**src/rtl/usb_bcr_pkg.sv**
```systemverilog
package usb_bcr_pkg;

    typedef enum logic [1:0] {
        LS_SE0 = 2'b00,
        LS_J   = 2'b01,
        LS_K   = 2'b10,
        LS_SE1 = 2'b11
    } line_t;

    typedef enum logic {
        TRK_HUNT = 1'b0,
        TRK_LOCK = 1'b1
    } trk_t;

endpackage

```
**src/rtl/usb_bcr_sync.sv**
```systemverilog
module usb_bcr_sync #(
    parameter int          W       = 2,
    parameter int          STAGES  = 2,
    parameter logic [W-1:0] RST_VAL = '0
) (
    input  logic         clk_i,
    input  logic         rst_i,
    input  logic         ce_i,
    input  logic [W-1:0] d_i,
    output logic [W-1:0] q_o
);
    logic [W-1:0] stg_q [STAGES];
    logic [W-1:0] stg_d [STAGES];
    logic [W-1:0] feed  [STAGES];

    genvar g;
    generate
        for (g = 0; g < STAGES; g++) begin : g_feed
            if (g == 0) begin : g_first
                assign feed[g] = d_i;
            end else begin : g_rest
                assign feed[g] = stg_q[g-1];
            end
        end
    endgenerate

    always_comb begin
        for (int i = 0; i < STAGES; i++) begin
            stg_d[i] = ce_i ? feed[i] : stg_q[i];
        end
    end

    always_ff @(posedge clk_i) begin
        for (int i = 0; i < STAGES; i++) begin
            if (rst_i) stg_q[i] <= RST_VAL;
            else       stg_q[i] <= stg_d[i];
        end
    end

    assign q_o = stg_q[STAGES-1];
endmodule

```
**src/rtl/usb_bcr_phase.sv**
```systemverilog
module usb_bcr_phase
    import usb_bcr_pkg::*;
#(
    parameter int OSR = 4
) (
    input  logic       clk_i,
    input  logic       rst_i,
    input  logic       ce_i,
    input  logic       track_i,
    input  logic [1:0] line_i,
    output logic       stb_o,
    output logic [1:0] smp_o
);
    localparam int CW   = (OSR > 2) ? $clog2(OSR) : 1;
    localparam int HALF = OSR / 2;

    typedef struct packed {
        logic [1:0]    prev;
        logic [CW-1:0] cnt;
        logic [CW-1:0] gap;
        logic          stb;
        logic [1:0]    smp;
    } ph_t;

    ph_t st_d, st_q;
    logic chg;
    logic fire;

    always_comb begin
        st_d     = st_q;
        st_d.stb = 1'b0;
        chg      = 1'b0;
        fire     = 1'b0;
        if (ce_i) begin
            chg       = (line_i != st_q.prev);
            st_d.prev = line_i;
            if (track_i && chg) begin
                st_d.cnt = CW'(1);
            end else if (st_q.cnt == CW'(OSR-1)) begin
                st_d.cnt = '0;
            end else begin
                st_d.cnt = st_q.cnt + CW'(1);
            end
            fire = (st_q.cnt == CW'(HALF)) && (st_q.gap == CW'(OSR-1));
            if (fire) begin
                st_d.stb = 1'b1;
                st_d.smp = line_i;
                st_d.gap = '0;
            end else if (st_q.gap != CW'(OSR-1)) begin
                st_d.gap = st_q.gap + CW'(1);
            end
        end
    end

    always_ff @(posedge clk_i) begin
        if (rst_i) begin
            st_q.prev <= LS_J;
            st_q.cnt  <= '0;
            st_q.gap  <= CW'(OSR-1);
            st_q.stb  <= 1'b0;
            st_q.smp  <= LS_J;
        end else begin
            st_q <= st_d;
        end
    end

    assign stb_o = st_q.stb;
    assign smp_o = st_q.smp;
endmodule

```
**src/rtl/usb_bcr_framer.sv**
```systemverilog
module usb_bcr_framer
    import usb_bcr_pkg::*;
(
    input  logic       clk_i,
    input  logic       rst_i,
    input  logic       stb_i,
    input  logic [1:0] smp_i,
    output logic       track_o
);
    typedef struct packed {
        trk_t st;
        logic last_k;
        logic last_se0;
    } fr_t;

    fr_t fr_d, fr_q;
    logic is_k;
    logic is_se0;

    always_comb begin
        fr_d   = fr_q;
        is_k   = (smp_i == LS_K);
        is_se0 = (smp_i == LS_SE0);
        if (stb_i) begin
            if (fr_q.st == TRK_HUNT && fr_q.last_k && is_k) begin
                fr_d.st = TRK_LOCK;
            end
            if (fr_q.last_se0 && is_se0) begin
                fr_d.st = TRK_HUNT;
            end
            fr_d.last_k   = is_k;
            fr_d.last_se0 = is_se0;
        end
    end

    always_ff @(posedge clk_i) begin
        if (rst_i) begin
            fr_q.st       <= TRK_HUNT;
            fr_q.last_k   <= 1'b0;
            fr_q.last_se0 <= 1'b0;
        end else begin
            fr_q <= fr_d;
        end
    end

    assign track_o = (fr_q.st == TRK_HUNT);
endmodule

```
**src/rtl/usb_bcr_ready.sv**
```systemverilog
module usb_bcr_ready #(
    parameter int READY_CYCLES = 10
) (
    input  logic clk_i,
    input  logic rst_i,
    input  logic ce_i,
    output logic ready_o
);
    localparam int RW = $clog2(READY_CYCLES + 1);

    typedef struct packed {
        logic [RW-1:0] cnt;
        logic          rdy;
    } rd_t;

    rd_t rd_d, rd_q;

    always_comb begin
        rd_d = rd_q;
        if (ce_i && rd_q.cnt != RW'(READY_CYCLES)) begin
            rd_d.cnt = rd_q.cnt + RW'(1);
        end
        rd_d.rdy = (rd_d.cnt == RW'(READY_CYCLES));
    end

    always_ff @(posedge clk_i) begin
        if (rst_i) begin
            rd_q.cnt <= '0;
            rd_q.rdy <= 1'b0;
        end else begin
            rd_q <= rd_d;
        end
    end

    assign ready_o = rd_q.rdy;
endmodule

```
**src/rtl/usb_fs_bit_recover.sv**
```systemverilog
module usb_fs_bit_recover
    import usb_bcr_pkg::*;
#(
    parameter int OSR          = 4,
    parameter int READY_CYCLES = 10,
    parameter int SYNC_STAGES  = 2
) (
    input  logic       clk_i,
    input  logic       rst_i,
    input  logic       ce_i,
    input  logic [1:0] line_i,
    output logic [1:0] bit_o,
    output logic       bit_stb_o,
    output logic       ready_o
);
    logic [1:0] line_s;
    logic       track;

    usb_bcr_sync #(
        .W       (2),
        .STAGES  (SYNC_STAGES),
        .RST_VAL (LS_J)
    ) u_sync (
        .clk_i (clk_i),
        .rst_i (rst_i),
        .ce_i  (ce_i),
        .d_i   (line_i),
        .q_o   (line_s)
    );

    usb_bcr_phase #(
        .OSR (OSR)
    ) u_phase (
        .clk_i   (clk_i),
        .rst_i   (rst_i),
        .ce_i    (ce_i),
        .track_i (track),
        .line_i  (line_s),
        .stb_o   (bit_stb_o),
        .smp_o   (bit_o)
    );

    usb_bcr_framer u_framer (
        .clk_i   (clk_i),
        .rst_i   (rst_i),
        .stb_i   (bit_stb_o),
        .smp_i   (bit_o),
        .track_o (track)
    );

    usb_bcr_ready #(
        .READY_CYCLES (READY_CYCLES)
    ) u_ready (
        .clk_i   (clk_i),
        .rst_i   (rst_i),
        .ce_i    (ce_i),
        .ready_o (ready_o)
    );
endmodule

```
**config.mk**
```make
export PLATFORM = sky130hd
export DESIGN_NAME = usb_fs_bit_recover
export DESIGN_NICKNAME = d
export VERILOG_FILES = /design/src/rtl/usb_bcr_pkg.sv /design/src/rtl/usb_bcr_sync.sv /design/src/rtl/usb_bcr_phase.sv /design/src/rtl/usb_bcr_framer.sv /design/src/rtl/usb_bcr_ready.sv /design/src/rtl/usb_fs_bit_recover.sv
export SDC_FILE = /design/constraint.sdc
export NUM_CORES = 1
export LEC_CHECK = 0
export CAP_MARGIN = 20
export CORE_ASPECT_RATIO = 1.5
export CORE_MARGIN = 2
export CORE_UTILIZATION = 45
export CTS_CLUSTER_SIZE = 28
export DETAILED_ROUTE_END_ITERATION = 8
export PLACE_DENSITY = 0.65
export RECOVER_POWER = 25
export SLEW_MARGIN = 5
export SYNTH_ARGS = -nofsm -noshare
export SYNTH_HDL_FRONTEND = slang
export SYNTH_SLANG_ARGS = --single-unit
```
**constraint.sdc**
```tcl
create_clock -name clk_i -period 2.13 [get_ports clk_i]
set_input_delay 0.213 -clock clk_i [delete_from_list [all_inputs] [get_ports clk_i]]
set_output_delay 0.213 -clock clk_i [all_outputs]
set_load 0.05 [all_outputs]
```
==> impl_metrics.env, run 1 <==
export IMPL_status="completed"
export IMPL_path_delay_family="simple AND/OR/NAND/NOR gates"
export IMPL_drtIter0Drc=8
export IMPL_drive_above_1_share=0.0769
export IMPL_synth_cell_types=34
export IMPL_holdCritStartpoint="u_phase.st_q[4]"
export IMPL_die_h_um=60.1
export IMPL_fin_crit_ps=1810
export IMPL_drv_cap=0
export IMPL_fill_cells=211
export IMPL_core_area_um2=2000
export IMPL_wl_per_cell_um=12.8
export IMPL_crit_buf_inv=1
export IMPL_grt_usage=0.163
export IMPL_nNetsFinal=115
export IMPL_clk_pin_slew_worst_paths_ps=120
export IMPL_ff2ff_path_depth=5
export IMPL_final_max_slew_viol_count=0
export IMPL_fin_crit_sh=0.850
export IMPL_finalSetupTns_ps=0
export IMPL_max_freq_ghz=0.552
export IMPL_post_cts_setup_buffers=0
export IMPL_power_mw=0.701
export IMPL_synthToLayoutAreaGrowth_pct=11.3
export IMPL_setup_viol=0
export IMPL_drt_vias_per_instance=5.40
export IMPL_ys_warn_count=0
export IMPL_p_leak_nw=0.441
export IMPL_route_detailed_drc=0
export IMPL_hold_end="u_phase.st_q[4]"
export IMPL_cts_max_path_buffers=2
export IMPL_final_cell_mix="21 x dfxtp_1, 11 x nor2_1, 9 x mux2i_1"
export IMPL_rrSetupSlack_ps=320
export IMPL_std_cell_rows=20
export IMPL_antenna_left=0
export IMPL_syn_area_per_cell_um2=9.83
export IMPL_syn_area_um2=943
export IMPL_grt_pass1_wl_um=2720
export IMPL_cp_cell_sequence="clkinv_1, ha_1, and3b_2, or4_4, a2111oi_2"
export IMPL_die_x_um=41.4
export IMPL_totalWireLength_um=1610
export IMPL_critPathSlowestCell="or4_4"
export IMPL_post_cts_resized=0
export IMPL_synth_nets=106
export IMPL_cp_max_fo=4
export IMPL_startpoint_type="flip-flop"
export IMPL_r2r_start="u_ready.rd_q[1]"
export IMPL_initial_core_util=0.471
export IMPL_synth_top_area_share=0.446
export IMPL_syn_inst=96
export IMPL_io_pins=9
export IMPL_cts_sinks=21
export IMPL_via_count=681
export IMPL_reg2reg_to="u_ready.ready_o"
export IMPL_grt_max_degree=16
export IMPL_cts_buffers_inserted=3
export IMPL_cts_tree="built"
export IMPL_ys_seq_area_frac=0.446
export IMPL_dr_pass1_iters=4
export IMPL_fin_util=0.524
export IMPL_crit_type="flip-flop to flip-flop"
export IMPL_powerDensity_nw_per_um2=667
export IMPL_final_common_cell="dfxtp_1"
export IMPL_antenna_found_initial=0
export IMPL_hold_buffers=0
export IMPL_root_buffer="clkbuf_4"
export IMPL_peakVddDrop_uv=406
export IMPL_ys_ff_latch=21
export IMPL_hold_slack_ps=478
export IMPL_holdPathStages=1
export IMPL_place_gp_congestion=0.676
export IMPL_worstPathArrival_ps=2020
export IMPL_synth_area_leaders="dfxtp_1 45%, mux2i_1 9.5%, ha_1 6.6%"
export IMPL_grt_overflow=0
export IMPL_final_hold_viol_count=0
export IMPL_hpwl_um=1190
export IMPL_rsz0062_at_grt="false"
export IMPL_hold_path_class="flip-flop to flip-flop"
export IMPL_cp_slowest_stage_delay_ps=410
export IMPL_port_buffers=8
export IMPL_num_antenna_cells=0
export IMPL_skew_ps=4.23
export IMPL_worst_pin_slew_ps=732
export IMPL_htreeDepth=1
export IMPL_grt_pass1_vias=651
export IMPL_cp_required_ps=2340
export IMPL_clk_latency_ps=300
export IMPL_slew_headroom=0.512
export IMPL_synth_top_cell_by_area="dfxtp_1"
export IMPL_end_kind="flip-flop"
export IMPL_die_area_um2=2490
-- registers in the layout (all words and copies together), names as in the netlist --
signal,count
u_phase.st_q,6
u_ready.rd_q,4
u_sync.stg_q,4
u_framer.fr_q,3
u_phase.smp_o,2
u_phase.stb_o,1
u_ready.ready_o,1
-- per-stage QoR --
step           worst slack (ps)  cell area (um2)  instances
5_1_grt                     162             1050        126
3_5_place_dp                337             1030        122
2_1_floorplan               444              943         96
4_1_cts                     320             1060        126
6_report                    319             1050        126
3_3_place_gp                408             1030        122
-- report_power, final --
group / internal, mW / switching [mW] / total [mW] / leakage (nW)
clock network: 0.0728 / 0.117 / 0.190 / 0.0150
logic: 0.0412 / 0.0454 / 0.0866 / 0.254
registers: 0.410 / 0.0140 / 0.424 / 0.171
total: 0.524 / 0.176 / 0.701 / 0.441
-- cells by family after synthesis --
logic type	share of synthesized area
fa+ha+maj	0.0663
compound gates	0.134
buf+inv	0.0597
xor+xnor	0.0279
simple gates	0.159
flops	0.446
mux	0.107
-- synthesized netlist by cell type --
| library cell | instances |
|---|---|
| dfxtp_1 | 21 |
| nor2_1 | 11 |
| buf_4 | 3 |
| a2111oi_2 | 1 |
| o211a_1 | 1 |
| nand2_1 | 6 |
| nand3_1 | 2 |
| clkbuf_1 | 2 |
| clkinv_1 | 1 |
| inv_1 | 3 |
| or4_4 | 1 |
| a21o_1 | 1 |
| a221o_1 | 1 |
| and3b_1 | 1 |
| o21ai_0 | 3 |
| and3b_2 | 1 |
| a32o_1 | 1 |
| inv_4 | 1 |
| a221oi_1 | 1 |
| and2_1 | 1 |
| xnor2_1 | 2 |
| mux2i_1 | 9 |
| ha_1 | 5 |
| xor2_1 | 1 |
| nor3_1 | 1 |
| nand3b_1 | 3 |
| o211ai_1 | 1 |
| a211o_1 | 1 |
| buf_2 | 1 |
| nand4_1 | 1 |
| a21oi_1 | 5 |
| a311oi_1 | 1 |
| mux2_2 | 1 |
| nand2b_1 | 1 |
-- worst max-delay path by stage --
stage	start	endpoint	slack (ps)	cells past startpoint
after floorplan	u_ready.rd_q[1]	u_ready.ready_o	440	5
after global placement	u_ready.rd_q[1]	u_ready.ready_o	410	5
after detailed placement	u_ready.rd_q[1]	u_ready.ready_o	340	5
after CTS	u_ready.rd_q[1]	u_ready.ready_o	320	5
after global routing	ce_i	u_ready.ready_o	160	5
final	u_ready.rd_q[1]	u_ready.ready_o	320	5
-- layout make-up --
| cell class | instances | area, um2 | area share |
|---|---|---|---|
| multi-input cells | 64 | 467 | 0.445 |
| repair buffers | 10 | 87.6 | 0.0834 |
| well taps | 22 | 27.5 | 0.0262 |
| inverters | 5 | 21.3 | 0.0203 |
| clock buffers | 4 | 26.3 | 0.0250 |
| flip-flops and latches | 21 | 420 | 0.400 |
-- layer usage --
layer,track usage,wire length [um],part of all wire,vias up
met5,0,0,0,-
met4,0.0829,17,0.011,0
met3,0.0223,29,0.018,2
met2,0.275,802,0.50,6
met1,0.189,760,0.47,320
li1,-,-,-,353
Power figures use the tool's default switching activity.
==> run 2, diff against run 1 <==
Settings changed: CAP_MARGIN 20 to unset.
==> results of run 2 <==
Same layout as run 1: the final DEF is identical, and so are final timing and power.
==> run 3, diff against run 2 <==
Settings changed: CAP_MARGIN set to 30, CTS_BUF_LIST set to sky130_fd_sc_hd__clkbuf_16.
==> run 3 against run 2 <==
Combinational power increased by 0.6%. Register-to-register slack barely moved. Global-route usage decreased by 0.22 points. Total power grew 28%. Clock power is 100% higher. Clock skew fell by 1.5 ps. Sequential cell count unchanged. Largest cell class unchanged.
==> impl_metrics.env, run 3 (same netlist as run 1, synthesis figures left out) <==
export IMPL_status="completed"
export IMPL_hold_buffers=0
export IMPL_fin_crit_ps=1800
export IMPL_antenna_left=0
export IMPL_grt_max_degree=16
export IMPL_multi_input_area_um2=467
export IMPL_final_cell_mix="21 x dfxtp_1, 11 x nor2_1, 9 x mux2i_1"
export IMPL_fin_crit_sh=0.845
export IMPL_top_register="u_phase.st_q"
export IMPL_dr_pass1_iters=3
export IMPL_die_area_um2=2490
export IMPL_cts_tree="built"
export IMPL_synthToLayoutAreaGrowth_pct=17.2
export IMPL_final_max_slew_viol_count=0
export IMPL_hold_path_class="flip-flop to flip-flop"
export IMPL_crit_type="flip-flop to flip-flop"
export IMPL_drive_above_1_share=0.0865
export IMPL_rsz0062_at_grt="false"
export IMPL_setup_viol=0
export IMPL_end_kind="flip-flop"
export IMPL_slew_headroom=0.670
export IMPL_drtIter0Drc=10
export IMPL_final_hold_viol_count=0
export IMPL_num_antenna_cells=0
export IMPL_wl_per_cell_um=13.0
export IMPL_grt_usage=0.161
export IMPL_drv_cap=0
export IMPL_route_detailed_drc=0
export IMPL_cp_required_ps=2280
export IMPL_hpwl_um=1190
export IMPL_cts_max_path_buffers=2
export IMPL_skew_ps=2.69
export IMPL_io_pins=9
export IMPL_nNetsFinal=115
export IMPL_fin_ws_ps=330
export IMPL_via_count=678
export IMPL_initial_core_util=0.471
export IMPL_drt_vias_per_instance=5.38
export IMPL_core_area_um2=2000
export IMPL_worstPathArrival_ps=1950
export IMPL_totalWireLength_um=1630
export IMPL_finalSetupTns_ps=0
export IMPL_grt_overflow=0
export IMPL_pre_cts_ws_ps=337
export IMPL_peakVddDrop_uv=447
export IMPL_std_cell_rows=20
export IMPL_port_buffers=8
export IMPL_antenna_found_initial=0
export IMPL_root_buffer="clkbuf_16"
export IMPL_startpoint_type="flip-flop"
export IMPL_cp_max_fo=4
export IMPL_reg_top3="u_phase.st_q: 6 flops, u_ready.rd_q: 4 flops, u_sync.stg_q: 4 flops"
export IMPL_post_cts_resized=0
export IMPL_max_freq_ghz=0.556
export IMPL_die_x_um=41.4
export IMPL_grt_pass1_vias=659
export IMPL_place_gp_congestion=0.676
export IMPL_worst_pin_slew_ps=493
export IMPL_cts_sinks=21
export IMPL_area_sequential_um2=420
export IMPL_die_h_um=60.1
export IMPL_clk_latency_ps=250
export IMPL_htreeDepth=1
export IMPL_final_common_cell="dfxtp_1"
export IMPL_grt_pass1_wl_um=2720
export IMPL_p_leak_nw=0.472
export IMPL_fill_cells=205
export IMPL_largest_reg_flops=6
export IMPL_cts_buffers_inserted=3
export IMPL_post_cts_setup_buffers=0
export IMPL_clk_pin_slew_worst_paths_ps=60
export IMPL_powerDensity_nw_per_um2=811
==> run 3: worst paths after layout <==
kind	startpoint	endpoint	cells past startpoint	slack, ps
setup / recovery	u_ready.rd_q[1]	u_ready.ready_o	5	330
hold / removal	u_phase.st_q[4]	u_phase.st_q[4]	1	460
setup reg to reg	u_ready.rd_q[1]	u_ready.ready_o	5	330
hold reg to reg	u_phase.st_q[4]	u_phase.st_q[4]	1	460
==> run 3: report_power, final <==
part	internal, mW	total [mW]	switching, mW
clock	0.250	0.385	0.135
sequential	0.411	0.425	0.0142
combinational	0.0414	0.0871	0.0457
total	0.702	0.897	0.195
==> run 3: final cells by class <==
type	count	share of cell area
Timing Repair Buffer	10	0.0826
Multi-Input combinational cell	64	0.422
Sequential cell	21	0.380
Inverter	5	0.0192
Tap cell	22	0.0249
Clock buffer	3	0.0679
Clock inverter	1	0.00339
==> run 3: layer usage <==
layer  vias up  routed length (um)  track usage
li1        356                   -            -
met1       316                 771        0.182
met2         6                 836        0.281
met3         0                  26       0.0335
met4         0                   0       0.0553
met5         -                   0            0
==> run 3: critical path, stage by stage (launching register included) <==
cell and delay (ps):
dfxtp_1 370, clkinv_1 140, ha_1 250, and3b_2 240
or4_4 410, a2111oi_2 280
==> run 3: stage by stage <==
step | std cells | utilization | cell area [um2] | power (mW) | hold slack (ps)
floorplan | 96 | - | 943 | 0.497 | 341
finish | 126 | 0.553 | 1110 | 0.897 | 464
global route | 126 | 0.553 | 1110 | 0.931 | 501
CTS | 126 | 0.554 | 1110 | 0.912 | 473
global placement | 122 | 0.515 | 1030 | 0.518 | 450
detailed placement | 122 | 0.515 | 1030 | 0.523 | 459
